[src/rtl/cmi_rx_pkg.sv]
package cmi_rx_pkg;

  typedef enum logic {
    PH_EARLY = 1'b0,
    PH_LATE  = 1'b1
  } pair_phase_e;

  typedef struct packed {
    logic mark_p;
    logic mark_n;
    logic bad;
  } cmi_sym_t;

  // Pair is {earlier chip, later chip}.
  function automatic cmi_sym_t cmi_decode(input logic [1:0] pair);
    cmi_sym_t s;
    s = '0;
    unique case (pair)
      2'b01: s = '{mark_p: 1'b0, mark_n: 1'b0, bad: 1'b0};
      2'b11: s = '{mark_p: 1'b1, mark_n: 1'b0, bad: 1'b0};
      2'b00: s = '{mark_p: 1'b0, mark_n: 1'b1, bad: 1'b0};
      default: s = '{mark_p: 1'b0, mark_n: 1'b0, bad: 1'b1};
    endcase
    return s;
  endfunction

endpackage

[src/rtl/cmi_pair_align.sv]
module cmi_pair_align
  import cmi_rx_pkg::*;
#(
  parameter int SLIP_LIMIT = 4
) (
  input  logic       clk,
  input  logic       rst_n,
  input  logic       hold_clr,
  input  logic       chip_stb,
  input  logic       chip_in,
  output logic       pair_vld,
  output logic [1:0] pair,
  output logic       slip_evt,
  output logic       phase_late
);
  localparam int CW = $clog2(SLIP_LIMIT + 1);

  pair_phase_e   ph_q;
  logic          early_q;
  logic [CW-1:0] run_q;
  logic          pair_bad;

  assign pair_vld   = chip_stb && (ph_q == PH_LATE) && !hold_clr;
  assign pair       = {early_q, chip_in};
  assign pair_bad   = pair_vld && cmi_decode(pair).bad;
  assign slip_evt   = pair_bad && (run_q == CW'(SLIP_LIMIT - 1));
  assign phase_late = (ph_q == PH_LATE);

  always_ff @(posedge clk) begin
    if (!rst_n || hold_clr) begin
      ph_q    <= PH_EARLY;
      early_q <= 1'b0;
      run_q   <= '0;
    end else if (slip_evt) begin
      early_q <= chip_in;
      ph_q    <= PH_LATE;
      run_q   <= '0;
    end else if (pair_vld) begin
      ph_q  <= PH_EARLY;
      run_q <= pair_bad ? run_q + 1'b1 : '0;
    end else if (chip_stb) begin
      early_q <= chip_in;
      ph_q    <= PH_LATE;
    end
  end

endmodule

[src/rtl/cmi_sym_decode.sv]
module cmi_sym_decode
  import cmi_rx_pkg::*;
(
  input  logic       clk,
  input  logic       rst_n,
  input  logic       bypass,
  input  logic       pair_vld,
  input  logic [1:0] pair,
  output logic       rail_p,
  output logic       rail_n,
  output logic       sym_err,
  output logic       sym_stb
);
  cmi_sym_t sym;
  assign sym = cmi_decode(pair);

  always_ff @(posedge clk) begin
    if (!rst_n || bypass) begin
      rail_p  <= 1'b0;
      rail_n  <= 1'b0;
      sym_err <= 1'b0;
      sym_stb <= 1'b0;
    end else begin
      sym_stb <= pair_vld;
      sym_err <= pair_vld && sym.bad;
      if (pair_vld) begin
        rail_p <= sym.mark_p;
        rail_n <= sym.mark_n;
      end
    end
  end

endmodule

[src/rtl/nrz_capture.sv]
module nrz_capture #(
  parameter int SYNC_STAGES = 2
) (
  input  logic clk,
  input  logic rst_n,
  input  logic enable,
  input  logic ext_rclk,
  input  logic nrz_din,
  output logic nrz_q,
  output logic nrz_stb
);
  logic [SYNC_STAGES:0]   rclk_sh;
  logic [SYNC_STAGES-1:0] din_sh;
  logic                   fall;

  // Data and clock see the same number of stages, so they stay aligned.
  assign fall = rclk_sh[SYNC_STAGES] && !rclk_sh[SYNC_STAGES-1];

  always_ff @(posedge clk) begin
    if (!rst_n) begin
      rclk_sh <= '0;
      din_sh  <= '0;
      nrz_q   <= 1'b0;
      nrz_stb <= 1'b0;
    end else begin
      rclk_sh <= {rclk_sh[SYNC_STAGES-1:0], ext_rclk};
      din_sh  <= {din_sh[SYNC_STAGES-2:0], nrz_din};
      nrz_stb <= enable && fall;
      if (enable && fall) nrz_q <= din_sh[SYNC_STAGES-1];
    end
  end

endmodule

[src/rtl/cmi_nrz_rx_front.sv]
module cmi_nrz_rx_front #(
  parameter int SLIP_LIMIT  = 4,
  parameter int SYNC_STAGES = 2
) (
  input  logic clk,
  input  logic rst_n,
  input  logic nrz_sel,
  input  logic chip_stb,
  input  logic chip_in,
  input  logic ext_rclk,
  input  logic nrz_din,
  output logic rail_p,
  output logic rail_n,
  output logic nrz_q,
  output logic bit_stb,
  output logic sym_err
);
  logic       pair_vld;
  logic [1:0] pair;
  logic       slip_evt;
  logic       phase_late;
  logic       cmi_stb;
  logic       nrz_stb;

  cmi_pair_align #(.SLIP_LIMIT(SLIP_LIMIT)) u_align (
    .clk        (clk),
    .rst_n      (rst_n),
    .hold_clr   (nrz_sel),
    .chip_stb   (chip_stb),
    .chip_in    (chip_in),
    .pair_vld   (pair_vld),
    .pair       (pair),
    .slip_evt   (slip_evt),
    .phase_late (phase_late)
  );

  cmi_sym_decode u_dec (
    .clk      (clk),
    .rst_n    (rst_n),
    .bypass   (nrz_sel),
    .pair_vld (pair_vld),
    .pair     (pair),
    .rail_p   (rail_p),
    .rail_n   (rail_n),
    .sym_err  (sym_err),
    .sym_stb  (cmi_stb)
  );

  nrz_capture #(.SYNC_STAGES(SYNC_STAGES)) u_nrz (
    .clk      (clk),
    .rst_n    (rst_n),
    .enable   (nrz_sel),
    .ext_rclk (ext_rclk),
    .nrz_din  (nrz_din),
    .nrz_q    (nrz_q),
    .nrz_stb  (nrz_stb)
  );

  assign bit_stb = cmi_stb | nrz_stb;

endmodule

[config.mk]
export PLATFORM = sky130hd
export DESIGN_NAME = cmi_nrz_rx_front
export DESIGN_NICKNAME = d
export VERILOG_FILES = /design/src/rtl/cmi_rx_pkg.sv /design/src/rtl/cmi_pair_align.sv /design/src/rtl/cmi_sym_decode.sv /design/src/rtl/nrz_capture.sv /design/src/rtl/cmi_nrz_rx_front.sv
export SDC_FILE = /design/constraint.sdc
export NUM_CORES = 1
export LEC_CHECK = 0
export ABC_AREA = 1
export CORE_AREA = 2 2 39 41
export CTS_BUF_LIST = sky130_fd_sc_hd__clkbuf_8
export CTS_CLUSTER_DIAMETER = 50
export DETAILED_ROUTE_END_ITERATION = 16
export DIE_AREA = 0 0 41 43
export PLACE_DENSITY = 0.84
export SETUP_SLACK_MARGIN = 0.15
export SLEW_MARGIN = 0
export SYNTH_ARGS = -nofsm -noshare
export SYNTH_HDL_FRONTEND = slang
export SYNTH_SLANG_ARGS = --single-unit
export TNS_END_PERCENT = 50
[constraint.sdc]
create_clock -name clk -period 1.5 [get_ports clk]
set_input_delay 0.45 -clock clk [delete_from_list [all_inputs] [get_ports clk]]
set_output_delay 0.45 -clock clk [all_outputs]
set_load 0.05 [all_outputs]
## After elaboration in Yosys (flattened, before gate mapping)

Cells that the tools add are included.

| storage, ports and cells | value |
|---|---|
| bits in registers | 16 |
| bits in latches | 0 |
| bits in writable memories | 0 |
| ROM bits | 0 |
| input bits | 7 |
| word-level logic and storage cells | 40 |
| memories kept | 0 |

| cells by class | value |
|---|---|
| add/subtract/negate cells | 1 |
| multiply operators | 0 |
| div/mod/pow operators | 0 |
| order comparisons | 0 |
| equal/unequal tests | 4 |
| shift-type cells | 0 |
| muxes and demuxes | 8 |
| bitwise operators | 1 |
| reductions and logical operators | 15 |

Operators by type and width:

| cell | number |
|---|---|
| one-hot mux 3 bit (3 select lines) | 1 |
| logical AND 1 bit | 6 |
| two-way mux 1 bit | 6 |
| adder 3 x 1 -> 3 bit (second input constant) | 1 |
| equality test 3 x 2 -> 1 bit (second input constant) | 1 |
| logical NOT 1 bit | 3 |
| two-way mux 3 bit | 1 |
| nonzero test 3 bit | 1 |
| equality test 2 x 1 -> 1 bit (second input constant) | 1 |
| equality test 2 bit (second input constant) | 1 |
| logical NOT 2 bit | 1 |
| inequality test 2 bit (second input constant) | 1 |
| AND reduction 2 bit | 1 |
| nonzero test 2 bit | 1 |
| OR reduction 2 bit | 1 |
| logical OR 1 bit | 1 |
| OR 1 bit | 1 |

## Longest topological paths before layout

| logic depth | value |
|---|---|
| word-level depth | 6 |
| mapped depth | 8 |

## Hierarchy

A second synthesis with hierarchy kept.

| unflattened totals | value |
|---|---|
| cell total of the unflattened synthesis | 84 |
| area total of the unflattened synthesis | 669.4 um^2 |

Modules (own cells, without submodules):

| module | times used | cells each | area each (um^2) | sequential area each (um^2) |
|---|---|---|---|---|
| cmi_pair_align | 1 | 38 | 296.5 | 100.1 |
| nrz_capture | 1 | 26 | 217.7 | 140.1 |
| cmi_sym_decode | 1 | 17 | 143.9 | 80.1 |
| cmi_nrz_rx_front | 1 | 3 | 11.3 | 0.0 |

## Worst setup path after synthesis

OpenSTA, ideal clock, no wires.

| timing path | value |
|---|---|
| kind | register to output |
| start | register u_nrz.nrz_stb |
| end | output bit_stb |
| arrival time | 683 ps |
| required time | 1050 ps |
| slack | 367 ps |
| cell stages (with the launch flop) | 2 |
| path through | dfxtp_1 or2_2 |

| on the way | value |
|---|---|
| cells in the longest elaborated chain, start to end | 1 |

Ends and longest elaborated chain:

| element | line | RTL |
|---|---|---|
| start, declared | nrz_capture.sv:10 | `output logic nrz_stb` |
| start signal, assigned | nrz_capture.sv:28 | `nrz_stb <= enable && fall;` |
| OR 1 bit | cmi_nrz_rx_front.sv:59 | `assign bit_stb = cmi_stb \| nrz_stb;` |
| end, declared | cmi_nrz_rx_front.sv:15 | `output logic bit_stb,` |

No other way between the ends.

## Final worst setup path

Ends and elaborated chain as after synthesis.

==> impl_metrics.toml <==
[setup_path]
cp.arrival_ns = 0.95
crit_path_start_kind = "flop"
crit_type = "reg2out"
cp_slowest_stage_delay_ns = 0.30
crit_fanout = 1
cp-end-kind = "output pin"
cp_cell_sequence = "or2_4, buf_8"
cpMaxStageDelayCell = "dfxtp_1"
worst-endpoint-required_ns = 1.05

[clock_network]
cts_tree = "done"
cts_inserted_buffers = 3
htree_num_levels = 1
clock_latency_ns = 0.25
clk_pin_slew_ns = 0.06
cts.sinks = 16
clk_path_buf_depth = 2
root_buffer = "clkbuf_8"

[detailed_routing]
vias = 554
routed.top_layer = "met4"
wl_um = 1209
routedWlPerCell_um = 10.51
wl_met3_um = 21
wl_met2_um = 687
drc = 0
wl_met1_um = 468
routed_via_density = 4.817
postRouteAntennaNets = 0
drt_first_pass_iters = 4
drt_first_iter_violations = 3

[synthesis]
yosysSeqAreaShare = 0.5069
synth_area_leader_cell = "dfxtp_1"
post-synth-top-count-cell = "nand2_1"
syn-num-nets = 85
syn_avg_cell_area_um2 = 8.314
synth_top_area_share = 0.5069
ys_warn_count = 0
synth_ff_type = "dfxtp_1"
netlist_top_cells_count = "nand2_1, dfxtp_1, inv_1"
synth-seq-cells = 16
synth.distinct_cells = 16
synth_edf_count = 0
synthCells = 76
synth-async-reset-ratio = 0
synthTopCellsByArea = "dfxtp_1, nand2_1, inv_1, a21oi_1, ha_1"
netlist_area_um2 = 631.9

[sta]
finalSetupViolations = 0
min_period_ns = 1.395
fmax_ghz = 0.7167
slew_headroom = 0.7917
rsz0062_at_grt = "yes"
final_hold_viol_count = 0
fin_crit_sh = 0.9302
slew_violations = 0
worstMarginPinSlew_ns = 0.3125
fin_skew_ns = 0.001911
setup_ws_ns = 0.1047

[global_route]
grt_pass1_vias = 521
antenna_found_initial = 0
grt_overflow = 0
grt_pass1_wl_um = 2042
grt_max_degree = 10
grt_usage = 0.1781

[placement]
hpwlAfterDp_um = 922
port_buffers = 11
gp_congestion = 0.7780
post-place-ws_ns = -0.1693

[power]
p_per_area_nw_per_um2 = 965.9
total_power_uw = 887.0
ir_worst_vdd_uv = 492.0
p_leak_nw = 0.4436

[run]
drv_cap = 0

[floorplanning]
rows = 14
die_w_um = 41
initial_utilization = 0.4566
chipHeight_um = 43
core_um2 = 1384
fp.dieArea_um2 = 1763
io_pins = 12

[status]
status = "completed"

[min_path]
hp-class = "reg2reg"

[cells_and_area]
drive_gt1_frac = 0.2626
n_antenna_cell = 0
nets = 109
area_growth_syn_to_layout_pct = 45.35
## placed cells by master, fill, tap and decap left out, types with 3 or more instances in the layout
| master | n |
|---|---|
| clkbuf_8 | 4 |
| inv_2 | 3 |
| nor2_1 | 5 |
| dfxtp_1 | 16 |
| clkdlybuf4s50_1 | 4 |
| nand3_1 | 4 |
| buf_4 | 7 |
| a21oi_1 | 6 |
| nand2_1 | 17 |
| inv_1 | 12 |
| buf_12 | 4 |
## path summary, 6_finish.rpt
| path | startpoint | slack, ns | depth (start not counted) | end |
|---|---|---|---|---|
| worst min-delay path | u_nrz.rclk_sh[0] | 0.42 | 2 | u_nrz.rclk_sh[1] |
| worst max-delay path | u_nrz.nrz_stb | 0.10 | 2 | bit_stb |
| worst max register to register | u_align.run_q[0] | 0.29 | 6 | u_align.early_q |
| worst min register to register | u_nrz.rclk_sh[0] | 0.42 | 2 | u_nrz.rclk_sh[1] |
## where the power goes
part | total, mW | internal [mW] | switching (mW)
Clock | 0.380 | 0.233 | 0.147
Sequential | 0.439 | 0.434 | 0.00463
Combinational | 0.0682 | 0.0335 | 0.0347
Total | 0.887 | 0.701 | 0.186
## sequential cells by signal (all words and copies together), names as in the netlist
| signal | count |
|---|---|
| u_align.run_q | 3 |
| u_dec.sym_err | 1 |
| u_dec.rail_p | 1 |
| u_nrz.din_sh | 2 |
| u_align.phase_late | 1 |
| u_nrz.rclk_sh | 3 |
| u_nrz.nrz_stb | 1 |
| u_align.early_q | 1 |
| u_dec.sym_stb | 1 |
| u_dec.rail_n | 1 |
| u_nrz.nrz_q | 1 |
## critical path, delay by kind of cell, from the launching register on
family | cells | cell delay, ns
AND/OR/NAND/NOR | 1 | 0.24
flip-flops | 1 | 0.30
buffers and inverters | 1 | 0.15
## what timing repair did
item                                    4_1_cts  5_1_grt
pin swaps                                     3        0
resized for setup                             5        1
endpoints found under the setup margin        7        4
hold buffers                                  0        0
cloned                                        0        0
setup buffers                                 3        0
## metrics by stage
stage                     hold slack, ns  utilization  instances  area, µm²  setup TNS (ns)
final                             0.4214       0.6637        115      918.4               0
after global routing              0.4302       0.6637        115      918.4               0
after CTS                         0.4233       0.6637        115      918.4               0
after detailed placement          0.4077       0.6049        108      837.1          -1.196
after global placement            0.3922       0.6049        108      837.1         -0.8695
after floorplan                   0.3900            -         76      631.9               0
## per-layer routing
metal,global-route usage,vias to the layer above
met2,0.2938,13
met3,0.03141,3
met5,0,-
li1,-,280
met1,0.1716,258
met4,0.1600,0
## final cells by class
class	instances	area [µm²]
repair buffers	19	209.0
inverters	15	56.30
fillers	111	465.4
flip-flops and latches	16	320.3
clock buffers	4	55.05
multi-input cells	45	257.7
well taps	16	20.02
## cells by family (layout without fill, tap and decap cells)
family / after synthesis / in the layout / synth area share
and+or+nand+nor: 33 / 33 / 0.2653
DFF: 16 / 16 / 0.5069
buffers and inverters: 15 / 38 / 0.08912
AOI/OAI and AO/OA: 10 / 10 / 0.09901
adders and majority gates: 2 / 2 / 0.03960
No activity file was read; power rests on OpenSTA's default activity.
